==> config.mk <==
export PLATFORM = sky130hd
export DESIGN_NAME = seg_ring_classify
export DESIGN_NICKNAME = d
export VERILOG_FILES = /design/src/rtl/corner_seg_pkg.sv /design/src/rtl/seg_pixel_cmp.sv /design/src/rtl/seg_ring_classify.sv
export SDC_FILE = /design/constraint.sdc
export NUM_CORES = 1
export LEC_CHECK = 0
export ABC_AREA = 1
export BUFFER_PORTS_ARGS = -buffer_cell sky130_fd_sc_hd__buf_2
export CAP_MARGIN = 20
export CORE_MARGIN = 4
export CORE_UTILIZATION = 30
export DETAILED_ROUTE_END_ITERATION = 8
export GPL_TIMING_DRIVEN = 0
export PLACE_DENSITY = 0.54
export SYNTH_ARGS = -nofsm -noshare
export SYNTH_HDL_FRONTEND = slang
export SYNTH_SLANG_ARGS = --single-unit
==> constraint.sdc <==
create_clock -name clk -period 0.9 [get_ports clk]
set_clock_uncertainty 0.05 [all_clocks]
set_input_delay 0 -clock clk [delete_from_list [all_inputs] [get_ports clk]]
set_output_delay 0 -clock clk [all_outputs]
set_load 0.02 [all_outputs]
==> src/rtl/corner_seg_pkg.sv <==
package corner_seg_pkg;
   // Fixed ring size of a radius-3 discrete circle
   localparam int unsigned RING_SIZE   = 16;
   localparam int unsigned DEF_PIX_W   = 8;
   localparam int unsigned DEF_ARC_LEN = 9;

   typedef enum logic [1:0] {
      PX_NONE   = 2'd0,
      PX_BRIGHT = 2'd1,
      PX_DARK   = 2'd2
   } px_class_e;
endpackage

==> src/rtl/seg_pixel_cmp.sv <==
module seg_pixel_cmp
   import corner_seg_pkg::*;
#(
   parameter int unsigned PIX_W = DEF_PIX_W
) (
   input  logic [PIX_W-1:0] pix,
   input  logic [PIX_W-1:0] center,
   input  logic [PIX_W-1:0] thresh,
   output px_class_e        cls
);
   localparam int unsigned EXT_W = PIX_W + 1;

   logic [EXT_W-1:0] upper;
   logic [EXT_W-1:0] pix_plus_t;
   logic             is_bright;
   logic             is_dark;

   // Widened sums: neither bound wraps
   assign upper      = {1'b0, center} + {1'b0, thresh};
   assign pix_plus_t = {1'b0, pix} + {1'b0, thresh};
   assign is_bright  = {1'b0, pix} > upper;
   assign is_dark    = pix_plus_t < {1'b0, center};

   always_comb begin
      if (is_bright)    cls = PX_BRIGHT;
      else if (is_dark) cls = PX_DARK;
      else              cls = PX_NONE;
   end
endmodule

==> src/rtl/seg_ring_classify.sv <==
module seg_ring_classify
   import corner_seg_pkg::*;
#(
   parameter int unsigned PIX_W  = DEF_PIX_W,
   parameter int unsigned RING_N = RING_SIZE
) (
   input  logic                    clk,
   input  logic                    rst_n,
   input  logic                    in_valid,
   input  logic [PIX_W-1:0]        center,
   input  logic [PIX_W-1:0]        thresh,
   input  logic [RING_N*PIX_W-1:0] ring_px,
   output logic                    mask_valid,
   output logic [RING_N-1:0]       bright_mask,
   output logic [RING_N-1:0]       dark_mask
);
   px_class_e         cls [RING_N];
   logic [RING_N-1:0] nxt_bright;
   logic [RING_N-1:0] nxt_dark;

   for (genvar k = 0; k < RING_N; k++) begin : g_pos
      seg_pixel_cmp #(.PIX_W(PIX_W)) u_cmp (
         .pix    (ring_px[k*PIX_W +: PIX_W]),
         .center (center),
         .thresh (thresh),
         .cls    (cls[k])
      );
      assign nxt_bright[k] = (cls[k] == PX_BRIGHT);
      assign nxt_dark[k]   = (cls[k] == PX_DARK);
   end

   always_ff @(posedge clk or negedge rst_n) begin
      if (!rst_n) begin
         mask_valid  <= 1'b0;
         bright_mask <= '0;
         dark_mask   <= '0;
      end else begin
         mask_valid <= in_valid;
         if (in_valid) begin
            bright_mask <= nxt_bright;
            dark_mask   <= nxt_dark;
         end
      end
   end
endmodule

* Yosys cells after proc, flatten, opt, wreduce, memory -nomap -nowiden
Cells that the tools add are included.
** Operators by class
- $add $sub $neg :: 17
- Magnitude comparators :: 32
- Equal/unequal tests :: 32
- Mux-type cells :: 32
** Operators with widths (number)
- $add A8 B8 Y9 :: 17
- $gt A8 B9 Y1 :: 16
- $lt A9 B8 Y1 :: 16
- $mux W2 :: 32
- $eq A2 B1 Y1 const B :: 16
- $eq A2 B2 Y1 const B :: 16
** Storage, ports and cells
- Flip-flop bits (word level) :: 33
- Input bits :: 147
- Output and inout port bits :: 33
- Word-level logic and storage cells :: 116

* Logic depth before layout (Yosys ltp)
- Depth after elaboration :: 5
- Gate-level depth with buffers :: 20
- Depth with buffers taken out :: 20

* By module
Synthesis repeated with hierarchy kept, for this count alone.
** Unflattened totals
- Cells, all modules :: 2650
- Area, all modules :: 18351.4 µm²
** Modules (own cells, without submodules)
- seg_pixel_cmp at g_pos[0].u_cmp ... :: times used 15, cells an instance 155, area each 1054.8 µm², seq. area each 0.0 µm²
- seg_ring_classify :: times used 1, cells an instance 169, area each 1467.7 µm², seq. area each 825.8 µm²
- seg_pixel_cmp at g_pos[10].u_cmp :: times used 1, cells an instance 156, area each 1062.3 µm², seq. area each 0.0 µm²

* Worst setup path after synthesis
OpenSTA, ideal clock, no wires.
- Kind :: input to register
- Start :: input thresh[1]
- End :: register bright_mask[3]
- Setup time :: 0.117 ns
- Arrival time :: 2.926 ns
- Required time :: 0.733 ns
- Setup slack :: -2.194 ns
- Stages on the path :: 18
- Buffers on the path :: 0
- Cells stage by stage :: inv_1 -> fa_1 -> inv_1 -> nand2_1 -> nand2_1 -> nand2_1 -> xor2_1 -> ha_1 -> nand2_1 -> nor2_1 -> nand2_1 -> o211ai_1 -> nand4_1 -> nand2_1 -> nand2_1 -> nand2_1 -> nand3_1 -> nand2_1
** On the way
- Longest elaborated chain between the ends :: 5
- Elaborated cells between the ends (all ways) :: 7
- Those cells by class :: add/sub: 2; order compare: 2; eq/ne: 1; mux: 2
** Ends and longest elaborated chain
- start: declaration :: RTL line seg_ring_classify.sv:11 : input logic [PIX_W-1:0] thresh,
- $add A8 B8 Y9 :: RTL line seg_pixel_cmp.sv:20 : assign pix_plus_t = {1'b0, pix} + {1'b0, thresh};
- $lt A9 B8 Y1 :: RTL line seg_pixel_cmp.sv:22 : assign is_dark = pix_plus_t < {1'b0, center};
- $mux W2 :: RTL line seg_pixel_cmp.sv:26 : else if (is_dark) cls = PX_DARK;
- $mux W2 * :: RTL line seg_pixel_cmp.sv:25 : if (is_bright) cls = PX_BRIGHT;
- $eq A2 B1 Y1 * :: RTL line seg_ring_classify.sv:28 : assign nxt_bright[k] = (cls[k] == PX_BRIGHT);
- end signal: assignment :: RTL line seg_ring_classify.sv:40 : bright_mask <= nxt_bright;
- end: declaration :: RTL line seg_ring_classify.sv:14 : output logic [RING_N-1:0] bright_mask,
Every way passes the cells marked *; elsewhere a longest branch is shown, timed or not.
A chain may end at the register's enable or synchronous reset.

* Worst setup path after layout
- Start :: input thresh[1]
- End :: register dark_mask[1]
** On the way
- Longest elaborated chain between the ends :: 5
- Elaborated cells between the ends (all ways) :: 7
- Those cells by class :: add/sub: 2; order compare: 2; eq/ne: 1; mux: 2
** Ends and longest elaborated chain
- $add A8 B8 Y9 :: RTL line seg_pixel_cmp.sv:20
- $lt A9 B8 Y1 :: RTL line seg_pixel_cmp.sv:22
- $mux W2 :: RTL line seg_pixel_cmp.sv:26
- $mux W2 * :: RTL line seg_pixel_cmp.sv:25
- $eq A2 B2 Y1 * :: RTL line seg_ring_classify.sv:29 : assign nxt_dark[k] = (cls[k] == PX_DARK);
- end signal: assignment :: RTL line seg_ring_classify.sv:41 : dark_mask <= nxt_dark;
- end: declaration :: RTL line seg_ring_classify.sv:15 : output logic [RING_N-1:0] dark_mask
Marks and branches as above.

==> metrics.yaml <==
critical_path:
  r2r_cells: 3
  critPathLaunchType: "input port"
  rrSetupSlack_ns: 0
  crit_end: "dark_mask[1]"
  critPathLaunch: "thresh[1]"
  path_max_fanout: 8
  arrival_ns: 2.53
  end_kind: "flip-flop"
  path_class: "input port to flip-flop"
  r2r_start: "bright_mask[5]"
  crit_required_ns: 1.04
  r2r-end: "bright_mask[5]"
synth:
  synth_fa_ha_area_share_pct: 40.3
  synth-simple-area-share_pct: 23.7
  seq_area_frac_synth_pct: 6.87
  yosys_register_bits: 33
  ys.flop_type: "dfrtp_1"
  synthMuxAreaShare_pct: 0
  syn_avg_cell_area_sq_um: 6.93
  synthArstFlopShare_pct: 100
  syn_area_sq_mm: 0.0120
  ys_types: 33
  synth-compound-area-share_pct: 12.0
  synth_top_family_by_area: "adder cells"
  synth_edf_count: 0
  synth_cells: 1734
  yosys_warnings: 0
  syn_nets: 2258
  synthXorXnorAreaFrac_pct: 7.29
floorplanning:
  initial_utilization_pct: 30.3
  rows: 73
  core_area_sq_mm: 0.0396
  die_x_microns: 208
  die_area_sq_mm: 0.0433
  chipHeight_microns: 208
  ios: 180
power:
  combPwrFrac_pct: 78.8
  vdd_drop_max_mv: 0.670
  p_int_w: 0.00956
  pwr-share-clk_pct: 9.9
  swShare_pct: 49.6
  p_per_area_mw_per_mm2: 1200
  p_sw_w: 0.00943
  share_seq_of_total_power_pct: 11.2
  p_leak_nw: 8.40
grt:
  grt-ovfl-total: 0
  grt_use_total_pct: 20.0
  grt_pass1_vias: 11912
  grt_max_degree: 34
  antenna_found_initial: 6
  grt_pass1_wl_microns: 67100
timing:
  period_share_pct: 266
  fin_setup_tns_ns: -45.26
  slew_viol_final: 0
  setup_ws_ns: -1.49
  rsz0062_at_grt: "yes"
  worst_pin_slew_ns: 1.28
  slew_headroom_pct: 14.9
  min_period_ns: 2.39
  setup_violations: 43
  fmax_mhz: 418
  hold_ws_ns: -0.220
  hold_viol: 33
placement:
  port_buffers: 179
  routabilityCongestion: 0.830
  dp_hpwl_microns: 32500
  preCtsSetupSlack_ns: -4.02
cts:
  clock-root-buffer: "clkbuf_16"
  cts_sinks: 33
  worstSkewPairLatency_ns: 0.30
  cts_buffers: 5
  cts_tree: "yes"
  cts_hold_buf: 1
  clk_path_buf_depth: 2
  clk_pin_slew_worst_paths_ns: 0.07
  htreeDepth: 2
routing:
  drt-total-wl_microns: 44900
  drc_errors: 0
  vias: 12197
  vias_per_cell: 4.83
  drt_iter0_markers: 565
  post_drt_wl_per_cell_microns: 17.8
  first_pass_iters: 7
  ant_nets: 0
cells_and_area:
  fillers: 4101
  syn2layout_area_growth_pct: 32.1
  fin_util_pct: 40.0
  drive_gt1_share_pct: 23.4
  num-nets-final: 2520
job:
  cap_violations: 0
outcome:
  outcome: "finished, violations left"
  violations: "negative hold slack, negative setup slack"
worst_hold_path:
  hp-class: "input port to async pin"
-- worst max-delay path: stages --
cell and delay [ns]:
buf_16 0.11, clkinvlp_4 0.09, buf_6 0.14, fa_2 0.39, inv_2 0.09, nand2_2 0.05, nand2_2 0.08, nand2_4 0.06
xor2_4 0.17, buf_12 0.18, buf_12 0.14, ha_4 0.27, nand2_4 0.05, nor2_4 0.07, nand2_1 0.05, o211ai_1 0.08
nand4_1 0.10, nand2_1 0.08, nand2_2 0.05, nand2_2 0.06, nand2_1 0.06, nand2_1 0.06, nand2_1 0.04
-- state kept, by name (all words and copies together) (netlist names) --
name and flops:
bright_mask 16, dark_mask 16, mask_valid 1
-- metal layers --
| metal | wire length [microns] | GRT usage [%] |
|---|---|---|
| met3 | 1860 | 2.71 |
| met4 | 1360 | 4.87 |
| met5 | 49 | 0 |
| met2 | 21100 | 35.1 |
| met1 | 20600 | 25.8 |
-- logic make-up after synthesis --
| logic type | after synthesis |
|---|---|
| compound gates | 250 |
| xor+xnor | 100 |
| fa+ha+maj | 377 |
| buf+inv | 307 |
| flops | 33 |
| simple gates | 667 |
-- how the worst min path moves through the flow --
stage | cells after the start | endpoint | slack, ns | startpoint
floorplan | 0 | bright_mask[0] | -0.35 | rst_n
global placement | 1 | mask_valid | 0.07 | in_valid
detailed placement | 1 | mask_valid | 0.07 | in_valid
CTS | 1 | bright_mask[9] | -0.19 | rst_n
global route | 1 | bright_mask[9] | -0.15 | rst_n
finish | 1 | bright_mask[9] | -0.22 | rst_n
-- power by group through the flow --
| stage | clock [W] | combinational (W) | sequential [W] |
|---|---|---|---|
| CTS | 0.00194 | 0.0136 | 0.00213 |
| global route | 0.00201 | 0.0169 | 0.00216 |
| floorplan | 0 | 0.00786 | 0.00245 |
| finish | 0.00189 | 0.0150 | 0.00213 |
| detailed placement | 0 | 0.0120 | 0.00211 |
| global placement | 0 | 0.0114 | 0.00211 |
-- repair_timing --
action / 4_1_cts / 5_1_grt
gates cloned: 1 / 0
pin swaps: 74 / 73
setup buffers: 47 / 23
endpoints found under the hold margin: 34 / 33
endpoints found under the setup margin: 48 / 62
gates resized for setup: 189 / 123
-- cell type report --
cell class,count,area (sq um),share of cell area [%]
clock buffer,6,139,0.875
buffer,10,58.8,0.370
inverter,297,1120,7.07
timing repair buffer,255,2000,12.6
clock inverter,1,7.51,0.0473
sequential,33,826,5.20
multi-input combinational,1394,11100,69.7
tap,525,657,4.14
antenna,4,10.0,0.0631
-- synthesized netlist by cell type, drive strengths merged (2+ instances only) --
master,count,area share (%)
inv,297,9.3
dfrtp,33,6.9
fa,17,2.8
o21ai,60,2.6
o31ai,5,0.31
o211ai,29,1.8
xnor2,63,4.6
nand2,446,15
nand3b,11,0.69
nor2,100,3.2
xor2,37,2.7
a2111o,8,0.75
buf,3,0.27
clkbuf,7,0.22
ha,360,37
o21bai,2,0.12
a2111oi,7,0.51
a21oi,137,5.8
nand4,16,0.83
nand3,93,4.2
-- cell usage in the layout, fill, tap and decap left out, drive strengths merged, types with 2 or more instances in the layout --
cell type	Yosys	final
clkbuf	7	13
a21oi	137	137
o21bai	2	2
nand4	16	16
clkinvlp	0	3
xnor2	63	63
dfrtp	33	33
buf	3	257
inv	297	295
a2111oi	7	7
o31ai	5	5
nand2	446	446
nand3b	11	11
ha	360	360
o211ai	29	29
o21ai	60	60
nand3	93	93
diode	0	4
a2111o	8	8
xor2	37	37
fa	17	17
nor2	100	100
-- through the flow --
stage               instances  hold slack [ns]  total power, W  cell area [sq um]
floorplan                1734           -0.346          0.0103              12100
global placement         2438           0.0715          0.0135              13600
detailed placement       2442           0.0732          0.0141              13800
CTS                      2498           -0.189          0.0177              15100
global route             2521           -0.151          0.0211              15900
finish                   2525           -0.220          0.0190              15900
No activity file was read; power rests on OpenSTA's default activity.
